**config.mk**
```make
export PLATFORM = sky130hd
export DESIGN_NAME = reqid_part_match
export DESIGN_NICKNAME = d
export VERILOG_FILES = /design/src/rtl/rpm_pkg.sv /design/src/rtl/rpm_cmd_decode.sv /design/src/rtl/rpm_rule_table.sv /design/src/rtl/rpm_rule_match.sv /design/src/rtl/rpm_prio_pick.sv /design/src/rtl/reqid_part_match.sv
export SDC_FILE = /design/constraint.sdc
export NUM_CORES = 1
export LEC_CHECK = 0
export BUFFER_PORTS_ARGS = -buffer_cell sky130_fd_sc_hd__buf_2
export CORE_MARGIN = 10
export CORE_UTILIZATION = 40
export DETAILED_ROUTE_END_ITERATION = 10
export HOLD_SLACK_MARGIN = 0.15
export PLACE_DENSITY_LB_ADDON = 0.25
export REMOVE_ABC_BUFFERS = 1
export SLEW_MARGIN = 20
export SYNTH_ARGS = -nofsm -noshare
export SYNTH_HDL_FRONTEND = slang
export SYNTH_SLANG_ARGS = --single-unit
```
**constraint.sdc**
```tcl
create_clock -name clk -period 2.9 [get_ports clk]
set_input_delay 0.29 -clock clk [delete_from_list [all_inputs] [get_ports clk]]
set_output_delay 0.29 -clock clk [all_outputs]
set_load 0.01 [all_outputs]
```
**src/rtl/rpm_pkg.sv**
```systemverilog
package rpm_pkg;

  localparam int BUS_W  = 8;
  localparam int DEV_W  = 5;
  localparam int FUNC_W = 3;
  localparam int RID_W  = BUS_W + DEV_W + FUNC_W;

  localparam logic [1:0] ACT_UNMAP = 2'd0;
  localparam logic [1:0] ACT_MAP   = 2'd1;

  localparam logic [1:0] ST_OK  = 2'd0;
  localparam logic [1:0] ST_ERR = 2'd1;

  typedef struct packed {
    logic [BUS_W-1:0]  bus_mask;
    logic [BUS_W-1:0]  bus;
    logic              dev_on;
    logic [DEV_W-1:0]  dev;
    logic              func_on;
    logic [FUNC_W-1:0] func;
  } rule_t;

  // Legal bus codes: 0 (wildcard) and 2..7 (prefix of code+1 bits).
  function automatic logic bus_code_ok(input logic [3:0] code);
    return (code == 4'd0) || ((code >= 4'd2) && (code <= 4'd7));
  endfunction

  function automatic logic [BUS_W-1:0] bus_mask_of(input logic [3:0] code);
    logic [BUS_W-1:0] m;
    m = '0;
    for (int b = 0; b < BUS_W; b++) begin
      if ((code != 4'd0) && (b >= (BUS_W - 1 - int'(code))))
        m[b] = 1'b1;
    end
    return m;
  endfunction

endpackage

```
**src/rtl/rpm_cmd_decode.sv**
```systemverilog
module rpm_cmd_decode
  import rpm_pkg::*;
(
  input  logic       wr_valid,
  input  logic [1:0] action,
  input  logic [3:0] bus_code,
  output logic       we,
  output logic       set_valid,
  output logic [1:0] status
);

  logic act_ok;
  logic code_ok;

  always_comb begin
    act_ok    = (action == ACT_MAP) || (action == ACT_UNMAP);
    code_ok   = (action == ACT_UNMAP) || bus_code_ok(bus_code);
    we        = wr_valid && act_ok && code_ok;
    set_valid = (action == ACT_MAP);
    status    = (act_ok && code_ok) ? ST_OK : ST_ERR;
  end

endmodule

```
**src/rtl/rpm_rule_table.sv**
```systemverilog
module rpm_rule_table
  import rpm_pkg::*;
#(
  parameter int NUM_ENTRIES = 16,
  parameter int PART_W      = 5,
  localparam int IDX_W      = (NUM_ENTRIES > 1) ? $clog2(NUM_ENTRIES) : 1
) (
  input  logic                   clk,
  input  logic                   rst,
  input  logic                   we,
  input  logic [IDX_W-1:0]       idx,
  input  logic                   set_valid,
  input  rule_t                  rule_in,
  input  logic [PART_W-1:0]      part_in,
  output logic [NUM_ENTRIES-1:0] valid_o,
  output rule_t                  rule_o [NUM_ENTRIES],
  output logic [PART_W-1:0]      part_o [NUM_ENTRIES]
);

  logic [NUM_ENTRIES-1:0] valid_q;
  rule_t                  rule_q [NUM_ENTRIES];
  logic [PART_W-1:0]      part_q [NUM_ENTRIES];

  always_ff @(posedge clk) begin
    if (rst) begin
      valid_q <= '0;
    end else if (we) begin
      valid_q[idx] <= set_valid;
    end
  end

  // Rule payload carries no reset; the valid bit gates it.
  always_ff @(posedge clk) begin
    if (we && set_valid) begin
      rule_q[idx] <= rule_in;
      part_q[idx] <= part_in;
    end
  end

  assign valid_o = valid_q;

  for (genvar g = 0; g < NUM_ENTRIES; g++) begin : g_out
    assign rule_o[g] = rule_q[g];
    assign part_o[g] = part_q[g];
  end

  AST_TABLE_HOLD: assert property (@(posedge clk) disable iff (rst)
    !we |=> $stable(valid_q));

  AST_RESET_EMPTY: assert property (@(posedge clk)
    rst |=> (valid_q == '0));

endmodule

```
**src/rtl/rpm_rule_match.sv**
```systemverilog
module rpm_rule_match
  import rpm_pkg::*;
(
  input  logic             valid,
  input  rule_t            rule,
  input  logic [RID_W-1:0] rid,
  output logic             hit
);

  logic [BUS_W-1:0]  rid_bus;
  logic [DEV_W-1:0]  rid_dev;
  logic [FUNC_W-1:0] rid_func;
  logic              bus_ok;
  logic              dev_ok;
  logic              func_ok;

  always_comb begin
    rid_bus  = rid[RID_W-1 -: BUS_W];
    rid_dev  = rid[FUNC_W +: DEV_W];
    rid_func = rid[FUNC_W-1:0];
    bus_ok   = ((rid_bus ^ rule.bus) & rule.bus_mask) == '0;
    dev_ok   = !rule.dev_on  || (rid_dev  == rule.dev);
    func_ok  = !rule.func_on || (rid_func == rule.func);
    hit      = valid && bus_ok && dev_ok && func_ok;
  end

endmodule

```
**src/rtl/rpm_prio_pick.sv**
```systemverilog
module rpm_prio_pick #(
  parameter int NUM_ENTRIES = 16,
  localparam int IDX_W      = (NUM_ENTRIES > 1) ? $clog2(NUM_ENTRIES) : 1
) (
  input  logic                   clk,
  input  logic                   rst,
  input  logic [NUM_ENTRIES-1:0] hits,
  output logic                   any,
  output logic [IDX_W-1:0]       idx
);

  logic [NUM_ENTRIES-1:0] grant;

  always_comb begin
    any   = 1'b0;
    idx   = '0;
    grant = '0;
    for (int i = NUM_ENTRIES - 1; i >= 0; i--) begin
      if (hits[i]) begin
        any   = 1'b1;
        idx   = IDX_W'(i);
        grant = '0;
        grant[i] = 1'b1;
      end
    end
  end

  AST_SINGLE_GRANT: assert property (@(posedge clk) disable iff (rst)
    $onehot0(grant));

  AST_WINNER_HITS: assert property (@(posedge clk) disable iff (rst)
    any |-> hits[idx]);

endmodule

```
**src/rtl/reqid_part_match.sv**
```systemverilog
module reqid_part_match
  import rpm_pkg::*;
#(
  parameter int NUM_ENTRIES = 16,
  parameter int PART_W      = 5,
  localparam int IDX_W      = (NUM_ENTRIES > 1) ? $clog2(NUM_ENTRIES) : 1
) (
  input  logic              clk,
  input  logic              rst,
  input  logic              wr_valid,
  input  logic [IDX_W-1:0]  wr_index,
  input  logic [1:0]        wr_action,
  input  logic [PART_W-1:0] wr_part,
  input  logic [15:0]       wr_rid,
  input  logic [3:0]        wr_bus_code,
  input  logic [7:0]        wr_dev_cmp,
  input  logic [7:0]        wr_func_cmp,
  output logic              wr_done,
  output logic [1:0]        wr_status,
  input  logic              lk_valid,
  input  logic [15:0]       lk_rid,
  output logic              lk_done,
  output logic              lk_hit,
  output logic [PART_W-1:0] lk_part
);

  logic                   dec_we;
  logic                   dec_set;
  logic [1:0]             dec_status;
  rule_t                  new_rule;
  logic [NUM_ENTRIES-1:0] tbl_valid;
  rule_t                  tbl_rule [NUM_ENTRIES];
  logic [PART_W-1:0]      tbl_part [NUM_ENTRIES];
  logic [NUM_ENTRIES-1:0] hits;
  logic                   any_hit;
  logic [IDX_W-1:0]       win_idx;

  rpm_cmd_decode u_dec (
    .wr_valid  (wr_valid),
    .action    (wr_action),
    .bus_code  (wr_bus_code),
    .we        (dec_we),
    .set_valid (dec_set),
    .status    (dec_status)
  );

  always_comb begin
    new_rule.bus_mask = bus_mask_of(wr_bus_code);
    new_rule.bus      = wr_rid[RID_W-1 -: BUS_W];
    new_rule.dev_on   = |wr_dev_cmp;
    new_rule.dev      = wr_rid[FUNC_W +: DEV_W];
    new_rule.func_on  = |wr_func_cmp;
    new_rule.func     = wr_rid[FUNC_W-1:0];
  end

  rpm_rule_table #(
    .NUM_ENTRIES (NUM_ENTRIES),
    .PART_W      (PART_W)
  ) u_tbl (
    .clk       (clk),
    .rst       (rst),
    .we        (dec_we),
    .idx       (wr_index),
    .set_valid (dec_set),
    .rule_in   (new_rule),
    .part_in   (wr_part),
    .valid_o   (tbl_valid),
    .rule_o    (tbl_rule),
    .part_o    (tbl_part)
  );

  for (genvar g = 0; g < NUM_ENTRIES; g++) begin : g_match
    rpm_rule_match u_m (
      .valid (tbl_valid[g]),
      .rule  (tbl_rule[g]),
      .rid   (lk_rid),
      .hit   (hits[g])
    );
  end

  rpm_prio_pick #(
    .NUM_ENTRIES (NUM_ENTRIES)
  ) u_pick (
    .clk  (clk),
    .rst  (rst),
    .hits (hits),
    .any  (any_hit),
    .idx  (win_idx)
  );

  always_ff @(posedge clk) begin
    if (rst) begin
      wr_done   <= 1'b0;
      wr_status <= ST_OK;
      lk_done   <= 1'b0;
      lk_hit    <= 1'b0;
      lk_part   <= '0;
    end else begin
      wr_done   <= wr_valid;
      wr_status <= wr_valid ? dec_status : ST_OK;
      lk_done   <= lk_valid;
      lk_hit    <= lk_valid && any_hit;
      lk_part   <= (lk_valid && any_hit) ? tbl_part[win_idx] : '0;
    end
  end

  AST_WR_RESPONSE: assert property (@(posedge clk) disable iff (rst)
    wr_valid |=> wr_done);

  AST_LK_RESPONSE: assert property (@(posedge clk) disable iff (rst)
    lk_valid |=> lk_done);

  AST_LK_QUIET: assert property (@(posedge clk) disable iff (rst)
    !lk_valid |=> (!lk_done && !lk_hit));

  AST_BAD_ACTION: assert property (@(posedge clk) disable iff (rst)
    (wr_valid && (wr_action > 2'd1)) |=> (wr_status == ST_ERR));

  AST_BAD_BUS_CODE: assert property (@(posedge clk) disable iff (rst)
    (wr_valid && (wr_action == ACT_MAP) && ((wr_bus_code == 4'd1) || (wr_bus_code > 4'd7)))
      |=> (wr_status == ST_ERR));

  AST_MISS_ZERO_PART: assert property (@(posedge clk) disable iff (rst)
    !lk_hit |-> (lk_part == '0));

endmodule

```
==> results of run 1 <==
## state kept, by name (all words and copies together), names as in the netlist
name,cells
lk_done,1
u_tbl.rule_q,416
lk_part,5
lk_hit,1
wr_done,1
u_tbl.part_q,80
wr_status,1
u_tbl.valid_o,16
## cell families after synthesis
| group | share of synthesized area (%) |
|---|---|
| DFF | 75.0 |
| and+or+nand+nor | 4.10 |
| muxes | 1.47 |
| adders and majority gates | 0.0609 |
| other | 0.0183 |
| AOI/OAI and AO/OA | 6.25 |
| buffers and inverters | 2.20 |
| xor gates and xnor gates | 10.9 |
## per-stage QoR
step                std cells  setup slack (ps)  total power (uW)  util [%]
floorplan                1168              -450              8620         -
detailed placement       2075              -535              9050      45.3
global route             2204              -412             16100      49.4
CTS                      2204              -300             15700      49.3
global placement         2075              -528              9040      45.3
finish                   2204              -313             15600      49.4
## layout by cell type, fill, tap and decap left out, types with 8 or more instances in the layout
| cell | Yosys | routed |
|---|---|---|
| edfxtp_1 | 496 | 496 |
| xor2_1 | 222 | 222 |
| buf_4 | 7 | 137 |
| buf_2 | 12 | 75 |
| nand2_1 | 58 | 57 |
| clkbuf_16 | 0 | 55 |
| xnor2_1 | 34 | 34 |
| a22oi_1 | 33 | 33 |
| dlygate4sd3_1 | 0 | 30 |
| a21oi_1 | 30 | 26 |
| dfxtp_1 | 25 | 25 |
| o31ai_1 | 21 | 21 |
| nand3_1 | 21 | 21 |
| buf_12 | 1 | 21 |
| inv_1 | 24 | 20 |
| mux2i_1 | 20 | 20 |
| clkinv_1 | 0 | 17 |
| nor3_1 | 17 | 16 |
| nand4_1 | 16 | 16 |
| a222oi_1 | 16 | 16 |
| o21ai_0 | 16 | 16 |
| clkbuf_1 | 2 | 15 |
| nor2_1 | 14 | 14 |
| a211oi_1 | 14 | 14 |
| nor2b_1 | 13 | 12 |
| nand2b_1 | 10 | 10 |
| clkinv_2 | 0 | 10 |
| a211oi_2 | 8 | 8 |
## per-layer routing
layer,vias to the layer above,wire length (um)
met4,0,1410
met2,267,25100
met3,75,2470
met5,-,0
li1,5136,-
met1,5688,22100
## repair_timing
item,4_1_cts,5_1_grt
resized for setup,14,9
hold buffers,30,0
hold endpoints to repair,339,0
setup endpoints to repair,5,5
pin swaps,2,1
## layout make-up
cell class / instances / area, um2 / area share (%)
inverter: 24 / 90.1 / 0.361
clock inverter: 29 / 258 / 1.03
clock buffer: 70 / 1430 / 5.75
multi-input combinational: 623 / 4760 / 19.1
sequential: 521 / 15400 / 61.8
timing repair buffer: 265 / 2150 / 8.61
tap: 672 / 841 / 3.37
## where the power goes
group	total [uW]	internal [uW]	switching, uW	leakage (uW)
Combinational	661	261	400	0.00333
Clock	6700	3910	2790	0.000830
Sequential	8250	8250	7.57	0.00494
## cell usage after synthesis, types with 13 or more instances
| cell | count | area (um2) |
|---|---|---|
| o21ai_0 | 16 | 80.1 |
| a222oi_1 | 16 | 160 |
| buf_6 | 17 | 191 |
| a21oi_1 | 30 | 150 |
| a22oi_1 | 33 | 248 |
| nor2b_1 | 13 | 81.3 |
| xor2_1 | 222 | 1940 |
| xnor2_1 | 34 | 298 |
| o31ai_1 | 21 | 158 |
| nand4_1 | 16 | 100 |
| dfxtp_1 | 25 | 500 |
| mux2i_1 | 20 | 200 |
| nor2_1 | 14 | 52.6 |
| a211oi_1 | 14 | 105 |
| nand2_1 | 58 | 218 |
| inv_1 | 24 | 90.1 |
| nand3_1 | 21 | 105 |
| edfxtp_1 | 496 | 14900 |
| nor3_1 | 17 | 85.1 |
## worst min-delay path by stage
stage                                           to  slack (ps)  cells after the start
floorplan            u_tbl.valid_o[0]$_SDFFE_PP0P_         360                      1
global placement    u_tbl.valid_o[11]$_SDFFE_PP0P_         470                      2
detailed placement  u_tbl.valid_o[15]$_SDFFE_PP0P_         470                      2
CTS                 u_tbl.rule_q[14][15]$_DFFE_PP_         180                      1
global route         u_tbl.rule_q[2][15]$_DFFE_PP_         190                      1
finish               u_tbl.rule_q[5][15]$_DFFE_PP_         200                      1
==> summary.md, run 1 <==
| Metric | Value |
|---|---|
| Die height | ~250 um |
| Setup Fix Bufs, Post-CTS | 0 |
| Antenna diode count | 0 |
| R2r startpoint | u_tbl.rule_q[11][11]$_DFFE_PP_ |
| PortBufs | 75 |
| CP Launch Point | u_tbl.rule_q[11][11]$_DFFE_PP_ |
| Site Rows | a little over 80 |
| Largest stage delay on the critical path | 380 ps |
| Cells after synthesis | roughly 1200 |
| Drt drc | 0 |
| PwrDens | about 630 nW/um2 |
| Sum Neg Setup Slack | -1430 ps |
| Startpoint class of the critical path | flop |
| GPL Wtd Cong | between 0.8 and 0.9 |
| Most Crowded Layer GR | met2 |
| Critical Path End | lk_part[4]$_SDFF_PP0_ |
| Rel. slew slack | 46.0% |
| Post-synth ARST share | 0% |
| Setup ws final | -313 ps |
| Final Hold Viols | 0 |
| Worst reg2reg path depth | 15 |
| CP Depth | 15 |
| Post-Syn Area per Cell | 17.0 um2 |
| Global route overflow | 0 |
| Die X | 247 um |
| Seq/Total Area, Yosys | 75.0% |
| Worst EP arrival | 3690 ps |
| Worst path required time | approximately 3400 ps |
| Max-slew violation count | 0 |
| IO Pins | 77 |
| Crit-path leading delay family | compound AO/OA/AOI/OAI gates |
| CTS Sinks | 521 |
| Worst path most repeated cell | buf_4 |
| Vias per inst | 5.07 |
| Met1 usage | 21.8% |
| Met2 Track Usage GR | 27.8% |
| CTS root buf | clkbuf_16 |
| Initial drt markers | 904 |
| CP max FO | 21 |
| Synth warnings | 0 |
| Final WL | 51000 um |
| Share of layout cells above drive strength 1 | between 20% and 30% |
| DR pass1 iterations | 6 |
| Status | finished with violations |
| Clock-pin transition on the worst setup and hold timing paths | approximately 60 ps |
| Final Cell Area | 24900 um2 |
| Core Area | 50500 um2 |
| Setup CP Type | flop to flop |
| Hold Worst Slack | 196 ps |
| # setup viols final | 5 |
| #FFs+latches synth | 521 |
| Slowest cell on crit path | edfxtp_1 |
| Reg2reg end | lk_part[4]$_SDFF_PP0_ |
| Area Overhead vs Synth | 21.4% |
| Tcrit/Tclk final | 111% |
| Peak supply drop | 0.513 mV |
| RSZ-0062 raised after global routing | true |
| Vias in the first global route | 11523 |
| CTS tree | built |
| Max Cap Viol | 0 |
| Gr usage total | between 10% and 20% |
| Worst-Skew Late Latency | between 500 and 600 ps |
| Worst Hold Class | primary input to flop |
| CTS Buf Count | 54 |
| CP Capture Type | flop |
| Reg2Reg Setup Slack | -310 ps |
| Post-synth EDFFs | 496 |
| Final-layout fill cell count | approximately 4300 |
| Initial antenna violation count | 0 |
| Leakage | 0.00910 uW |
| Hold path start | wr_rid[13] |
| Grt met3 use | 2.93% |
| Buf/Inv on CP | 4 |
| CP Cell Sequence | xor2_1 -> a222oi_1 -> buf_4 -> nand2_2 -> buf_6 -> a211oi_2 -> buf_4 -> and2b_1 -> o311ai_4 -> a31oi_4 -> buf_12 -> mux2_1 -> o2bb2ai_2 -> a2111oi_4 -> a21o_1 |
| Worst Skew | 14.1 ps |
| DP HPWL | 32800 um |
| Net count reported at finish | 1557 |
| Fmax | 0.311 GHz |
| Predominant post-synthesis flop cell | edfxtp_1 |
| H-Tree Depth | 2 |
| Largest net degree at the start of global routing | 32 |
| Remaining antenna violation count after routing | 0 |
| Starting Density | 40.7% |
| Via Count | approximately 11000 |
| First-pass GRT wire length | 75300 um |
| Failing checks | negative setup slack |
| Die area | a little over 60000 um2 |
| Mapped cell area | 20500 um2 |
| Distinct cells, synth | 52 |
| Cell area after placement | 22800 um2 |
| Clock Tree Buf Depth | 3 |
| WL per Instance | 23.1 um |
| Worst slew pin tran | 808 ps |
| Final min period | 3210 ps |
Power figures use the tool's default switching activity.
==> inputs of run 2 (changes only) <==
--- a/config.mk
+++ b/config.mk
@@ -8,8 +8,10 @@
 export BUFFER_PORTS_ARGS = -buffer_cell sky130_fd_sc_hd__buf_2
 export CORE_MARGIN = 10
 export CORE_UTILIZATION = 40
+export CTS_CLUSTER_SIZE = 14
 export DETAILED_ROUTE_END_ITERATION = 10
 export HOLD_SLACK_MARGIN = 0.15
+export MAX_ROUTING_LAYER = met4
 export PLACE_DENSITY_LB_ADDON = 0.25
 export REMOVE_ABC_BUFFERS = 1
 export SLEW_MARGIN = 20
==> run 2 against run 1 <==
Effect of this change:
- the flow still finishes with violations (negative setup slack)
- register-to-register slack improved by 30 ps
- flip-flop and latch count unchanged
- clock power about the same
- fmax up 0.79%
- wire length grew 0.14%
- via count is 0.14% lower
- die area unchanged
- clock skew increased by 2.4 ps
- combinational power barely moved
- total power is essentially flat
- largest power group unchanged
==> summary.md, run 2 (same netlist as run 1, synthesis figures left out) <==
| Metric | Value |
|---|---|
| Vias per inst | 5.06 (-0.14%) |
| GPL Wtd Cong | 0.909 (+1.5%) |
| Startpoint class of the critical path | flop |
| # setup viols final | 5 (unchanged) |
| Sequential Power Share | 52.9% (about the same) |
| Fmax | 0.314 GHz (+0.79%) |
| DR pass1 iterations | 5 (-1) |
| Tcrit/Tclk final | 110% (-0.86 points) |
| CTS Buf Count | 54 (unchanged) |
| Initial antenna violation count | 0 (unchanged) |
| Failing checks | negative setup slack |
| CP max FO | 21 (unchanged) |
| Rel. slew slack | 47.7% (+1.7 points) |
| Die X | 247 um (unchanged) |
| Worst slew pin tran | 783 ps (-25.2 ps) |
| Via Count | 11150 (-0.14%) |
| P_sw | 3190 uW (-0.37%) |
| Internal power | 12400 uW (unchanged) |
| Peak supply drop | 0.513 mV (about the same) |
| Net count reported at finish | 1557 (unchanged) |
| Final Cell Area | 24900 um2 (about the same) |
| Final min period | 3190 ps (-25.1 ps) |
| Gr usage total | 17.2% (+0.50 points) |
| Switching share of power | 20.4% (-0.060 points) |
| Max reg flops | 416 (unchanged) |
| IO Pins | 77 (unchanged) |
| Finished Core Util | 49.4% (about the same) |
| Comb power frac | 4.2% (about the same) |
| Worst Hold Class | primary input to flop |
| Worst-Skew Late Latency | 600 ps (about the same) |
| Cell area after placement | 22800 um2 (unchanged) |
| Antenna diode count | 0 (unchanged) |
| WL per Instance | 23.2 um (+0.14%) |
| Commonest non-fill, non-tap cell in the layout | edfxtp_1 |
| Max-slew violation count | 0 (unchanged) |
| Max Cap Viol | 0 (unchanged) |
| Starting Density | 40.7% (unchanged) |
| Worst Skew | 16.6 ps (+2.44 ps) |
| Final WL | 51100 um (+0.14%) |
| Multi-input gate area | 4780 um2 (+0.32%) |
| Setup CP Type | flop to flop |
| Worst EP arrival | 3720 ps (+30 ps) |
| Vias in the first global route | 11510 (-0.11%) |
| CTS Sinks | 521 (unchanged) |
| DP HPWL | 32800 um (unchanged) |
| CTS tree | built |
| RSZ-0062 raised after global routing | true |
| H-Tree Depth | 2 (unchanged) |
| Share of layout cells above drive strength 1 | 22.6% (+0.26 points) |
| Core Area | 50500 um2 (unchanged) |
| Final-layout fill cell count | 4296 (+0.047%) |
| Most flop-heavy register | u_tbl.rule_q |
| CP Capture Type | flop |
| Area Overhead vs Synth | 21.5% (about the same) |
| CTS root buf | clkbuf_16 |
| Clock-pin transition on the worst setup and hold timing paths | 60 ps (about the same) |
| Initial drt markers | 901 (-0.33%) |
| Leakage | 0.00910 uW (about the same) |
| Worst path required time | 3430 ps (+50 ps) |
| Die height | 247 um (unchanged) |
| PwrDens | 625 nW/um2 (-0.14%) |
| First-pass GRT wire length | 75400 um (+0.12%) |
| Most frequent cells in the layout | 496 x edfxtp_1, 222 x xor2_1, 137 x buf_4, 75 x buf_2, 57 x nand2_1 |
| FF/Latch Area | 15400 um2 (unchanged) |
| Drt drc | 0 (unchanged) |
| Setup ws final | -288 ps (+25.1 ps) |
| Status | finished with violations |
| Clock Tree Buf Depth | 3 (unchanged) |
| PortBufs | 75 (unchanged) |
| Final Hold Viols | 0 (unchanged) |
| Remaining antenna violation count after routing | 0 (unchanged) |
| Site Rows | 82 (unchanged) |
| Global route overflow | 0 (unchanged) |
| Largest net degree at the start of global routing | 32 (unchanged) |
| Clock group share of total power | 42.8% (about the same) |
| Die area | 60800 um2 (unchanged) |
[run 2: final timing paths]
path	start	to	slack, ps	cells past startpoint
setup reg to reg	u_tbl.rule_q[11][11]$_DFFE_PP_	lk_part[2]$_SDFF_PP0_	-290	15
setup / recovery	u_tbl.rule_q[11][11]$_DFFE_PP_	lk_part[2]$_SDFF_PP0_	-290	15
hold reg to reg	u_tbl.valid_o[15]$_SDFFE_PP0P_	u_tbl.valid_o[15]$_SDFFE_PP0P_	480	2
hold / removal	wr_rid[13]	u_tbl.rule_q[5][15]$_DFFE_PP_	190	1
[run 2: metrics by stage]
step,hold slack (ps),total power (uW),setup TNS (ps),cells,setup slack [ps]
6_report,192,15600,-1370,2204,-288
5_1_grt,185,16100,-2030,2204,-421
4_1_cts,176,15700,-1470,2204,-300
3_5_place_dp,472,9050,-2550,2075,-535
3_3_place_gp,469,9040,-2520,2075,-528
2_1_floorplan,359,8620,-2040,1168,-450
[run 2: worst max-delay path, cell delays in order (launching register included)]
cell	delay (ps)
edfxtp_1	380
xor2_1	160
a222oi_1	320
buf_4	160
nand2_2	50
buf_6	150
a211oi_2	140
buf_4	160
and2b_1	210
o311ai_4	260
a31oi_4	140
buf_12	190
mux2_1	230
o2bb2ai_2	60
a2111oi_1	380
a21o_1	120
[run 2: cell type report]
type	count	share of cell area [%]
Inverter	24	0.361
Timing Repair Buffer	265	8.61
Tap cell	672	3.37
Clock buffer	70	5.74
Clock inverter	29	1.03
Multi-Input combinational cell	623	19.2
Sequential cell	521	61.7
[run 2: power groups by stage]
stage	Combinational [uW]	Sequential [uW]	Clock [uW]
global route	719	8250	7110
floorplan	202	8420	0
finish	661	8250	6680
detailed placement	635	8410	0
global placement	625	8410	0
CTS	672	8250	6810
[run 2: routing by layer]
layer	up-vias	global-route usage [%]	share of wire (%)
li1	5137	-	-
met1	5650	22.0	43
met2	283	27.7	49
met3	80	2.87	5.0
met4	0	5.56	2.8
met5	-	-	0
[run 2: timing repair]
action / CTS / global route
hold endpoints to repair: 339 / 0
pin swaps: 2 / 1
gates cloned: 0 / 0
setup endpoints to repair: 5 / 5
buffers inserted: 0 / 0
hold buffers: 30 / 0
gates resized for setup: 14 / 13
==> inputs of run 3 (changes only) <==
--- a/config.mk
+++ b/config.mk
@@ -5,6 +5,7 @@
 export SDC_FILE = /design/constraint.sdc
 export NUM_CORES = 1
 export LEC_CHECK = 0
+export ABC_AREA = 1
 export BUFFER_PORTS_ARGS = -buffer_cell sky130_fd_sc_hd__buf_2
 export CORE_MARGIN = 10
 export CORE_UTILIZATION = 40
==> run 3 against run 2 <==
Effect of this change:
- the flow still finishes with violations (negative setup slack)
- cell area increased by 4.9%
- flip-flop and latch count unchanged
- clock skew decreased by 5.1 ps
- wire length increased by 5.0%
- synthesized cell count increased by 35%
- die area increased by 4.1%
- worst setup slack improved by 280 ps
- core utilization increased by 0.098 points
- largest cell class unchanged
==> summary.md, run 3 <==
| Metric | Value |
|---|---|
| Most flop-heavy register | u_tbl.rule_q |
| Commonest non-fill, non-tap cell in the layout | edfxtp_1 |
| Die X | 252 um (+2.0%) |
| Starting Density | 40.5% (-0.12 points) |
| Net count reported at finish | 1939 (+25%) |
| Vias per inst | 5.04 (-0.37%) |
| Slowest cell on crit path | edfxtp_1 |
| Via Count | 13115 (+18%) |
| # setup viols final | 3 (-2) |
| Remaining antenna violation count after routing | 0 (unchanged) |
| Finished Core Util | 49.5% (+0.098 points) |
| Share of layout cells above drive strength 1 | 22.4% (-0.22 points) |
| Worst path required time | 3390 ps (-40 ps) |
| Worst Hold Class | primary input to flop |
| Sum Neg Setup Slack | -18.0 ps (+1350 ps) |
| Peak supply drop | 0.430 mV (-16%) |
| Synth top area share | 69.5% (-3.1 points) |
| Mapped cell area | 21400 um2 (+4.4%) |
| Most numerous cell in the Yosys netlist | edfxtp_1 |
| Dominant cell type by area after synthesis | edfxtp_1 |
| Worst slew pin tran | 853 ps (+70.4 ps) |
| Cells after synthesis | 1637 (+35%) |
| Synth top area cells | edfxtp_1 69%, nand2_1 4.8%, xor2_1 4.2%, nand3_1 4.2%, dfxtp_1 2.3% |
| DR top layer | met4 |
| DR WL met2 | 26500 um (+5.9%) |
| Largest stage delay on the critical path | 380 ps (about the same) |
| Final Hold Viols | 0 (unchanged) |
| Antenna diode count | 0 (unchanged) |
| Most frequent cells in the layout | 496 x edfxtp_1, 255 x nand2_1, 132 x nand3_1, 118 x inv_1, 106 x buf_4 |
| Largest net degree at the start of global routing | 41 (+28%) |
| Fmax | 0.344 GHz (+9.6%) |
| Leakage | 0.00974 uW (+7.0%) |
| Seq/Total Area, Yosys | 71.8% (-3.2 points) |
| CTS root buf | clkbuf_16 |
| Synth cell count leaders | 496 x edfxtp_1, 272 x nand2_1, 178 x nand3_1, 118 x inv_1, 103 x xor2_1 |
| Predominant post-synthesis flop cell | edfxtp_1 |
| Worst path most repeated cell | nand2_1 |
| Status | finished with violations |
| DR pass1 iterations | 5 (unchanged) |
| Overall power | 15900 uW (+1.9%) |
| WL met1 | 23400 um (+6.4%) |
| PwrDens | 607 nW/um2 (-2.9%) |
| Clock-pin transition on the worst setup and hold timing paths | 60 ps (about the same) |
| CP max FO | 10 (-52%) |
| CTS Buf Count | 54 (unchanged) |
| Worst EP arrival | 3400 ps (-320 ps) |
| Drt drc | 0 (unchanged) |
| Max Cap Viol | 0 (unchanged) |
| GPL Wtd Cong | 0.843 (-7.3%) |
| Setup CP Type | flop to flop |
| Distinct cells, synth | 47 (-9.6%) |
| Placed instance count | 2466 (+19%) |
| Global route overflow | 0 (unchanged) |
| CTS Sinks | 521 (unchanged) |
| Initial drt markers | 888 (-1.4%) |
| First-pass GRT wire length | 79500 um (+5.5%) |
| WL per Instance | 20.6 um (-11%) |
| Finished Layout Cells | 2602 (+18%) |
| Met3 Wirelength | 2470 um (-3.1%) |
| #FFs+latches synth | 521 (unchanged) |
| Site Rows | 84 (+2.4%) |
| Core Area | 52900 um2 (+4.7%) |
| Post-Syn Area per Cell | 13.1 um2 (-23%) |
| RSZ-0062 raised after global routing | true |
| Max-slew violation count | 0 (unchanged) |
| Post-synth ARST share | 0% (unchanged) |
| Rel. slew slack | 43.0% (-4.7 points) |
| CP Capture Type | flop |
| Gr usage total | 16.9% (-0.33 points) |
| CTS tree | built |
| Vias in the first global route | 13128 (+14%) |
| Clock Tree Buf Depth | 3 (unchanged) |
| Die height | 252 um (+2.0%) |
| Startpoint class of the critical path | flop |
| IO Pins | 77 (unchanged) |
| Max reg flops | 416 (unchanged) |
| DP HPWL | 34300 um (+4.5%) |
| Area Overhead vs Synth | 22.1% |
| Setup ws final | -9.03 ps (+279 ps) |
| Worst Skew | 11.5 ps (-5.07 ps) |
| Die area | 63300 um2 (+4.1%) |
| PortBufs | 75 (unchanged) |
| Final WL | 53600 um (+5.0%) |
| Final min period | 2910 ps (-279 ps) |
| Worst-Skew Late Latency | 600 ps (about the same) |
| Initial antenna violation count | 0 (unchanged) |
| Synth warnings | 0 (unchanged) |
| H-Tree Depth | 2 (unchanged) |
| Tcrit/Tclk final | 100% (-9.6 points) |
| Post-synth EDFFs | 496 (unchanged) |
| Final-layout fill cell count | 4517 (+5.1%) |
| Failing checks | negative setup slack |
==> run 3: final timing paths <==
kind                             startpoint                            end  slack [ps]  cells past startpoint
max          u_tbl.rule_q[13][13]$_DFFE_PP_          lk_part[0]$_SDFF_PP0_          -9                     25
min                             wr_index[0]  u_tbl.valid_o[7]$_SDFFE_PP0P_         260                      4
max reg2reg  u_tbl.rule_q[13][13]$_DFFE_PP_          lk_part[0]$_SDFF_PP0_          -9                     25
min reg2reg   u_tbl.valid_o[2]$_SDFFE_PP0P_  u_tbl.valid_o[2]$_SDFFE_PP0P_         480                      2
==> run 3: worst max-delay path, delay by kind of cell, from the launching register on <==
kind	cells	cell delay, ps
AOI/OAI and AO/OA	1	60
DFF	1	380
and+or+nand+nor	22	2060
buffers and inverters	2	310
==> run 3: layout make-up <==
cell class / instances / area (um2) / share of cell area [%]
Timing Repair Buffer: 239 / 2080 / 7.93
Tap cell: 688 / 861 / 3.29
Multi-Input combinational cell: 922 / 5540 / 21.2
Clock inverter: 22 / 230 / 0.880
Inverter: 133 / 503 / 1.92
Clock buffer: 77 / 1570 / 6.00
Sequential cell: 521 / 15400 / 58.8
==> run 3: where the power goes <==
part / switching, uW / internal (uW)
Clock: 2810 / 4190
Combinational: 409 / 232
Sequential: 6.70 / 8250
==> run 3: kinds of logic (layout without fill, tap and decap cells) <==
kind of cell | after synthesis | after routing | synth area share, %
adder cells (fa/ha/maj) | 1 | 1 | 0.0584
buffers and inverters | 194 | 471 | 4.47
XOR/XNOR | 132 | 132 | 5.39
other | 1 | 1 | 0.0175
flip-flops | 521 | 521 | 71.8
AND/OR/NAND/NOR | 672 | 672 | 14.7
AO/OA/AOI/OAI | 116 | 116 | 3.58
==> run 3: what timing repair did <==
action                                  CTS  global route
pin swaps                                 0            44
resized for setup                         5            83
endpoints found under the setup margin    5             5
endpoints found under the hold margin   343             0
setup buffers                             0             1
hold buffers                             28             0
cloned                                    0             8
==> run 3: through the flow <==
stage / worst slack (ps) / area [um2] / hold WS [ps]
after floorplan: -1170 / 21000 / 359
after global placement: -263 / 23500 / 453
after detailed placement: -302 / 23500 / 468
after CTS: 13.1 / 25600 / 206
after global routing: -217 / 26200 / 278
final: -9.03 / 26200 / 256
==> run 3: metal layers <==
| layer | vias to the layer above | GRT usage, % |
|---|---|---|
| li1 | 6235 | - |
| met1 | 6495 | 21.5 |
| met2 | 316 | 28.0 |
| met3 | 69 | 2.25 |
| met4 | 0 | 4.74 |
| met5 | - | - |
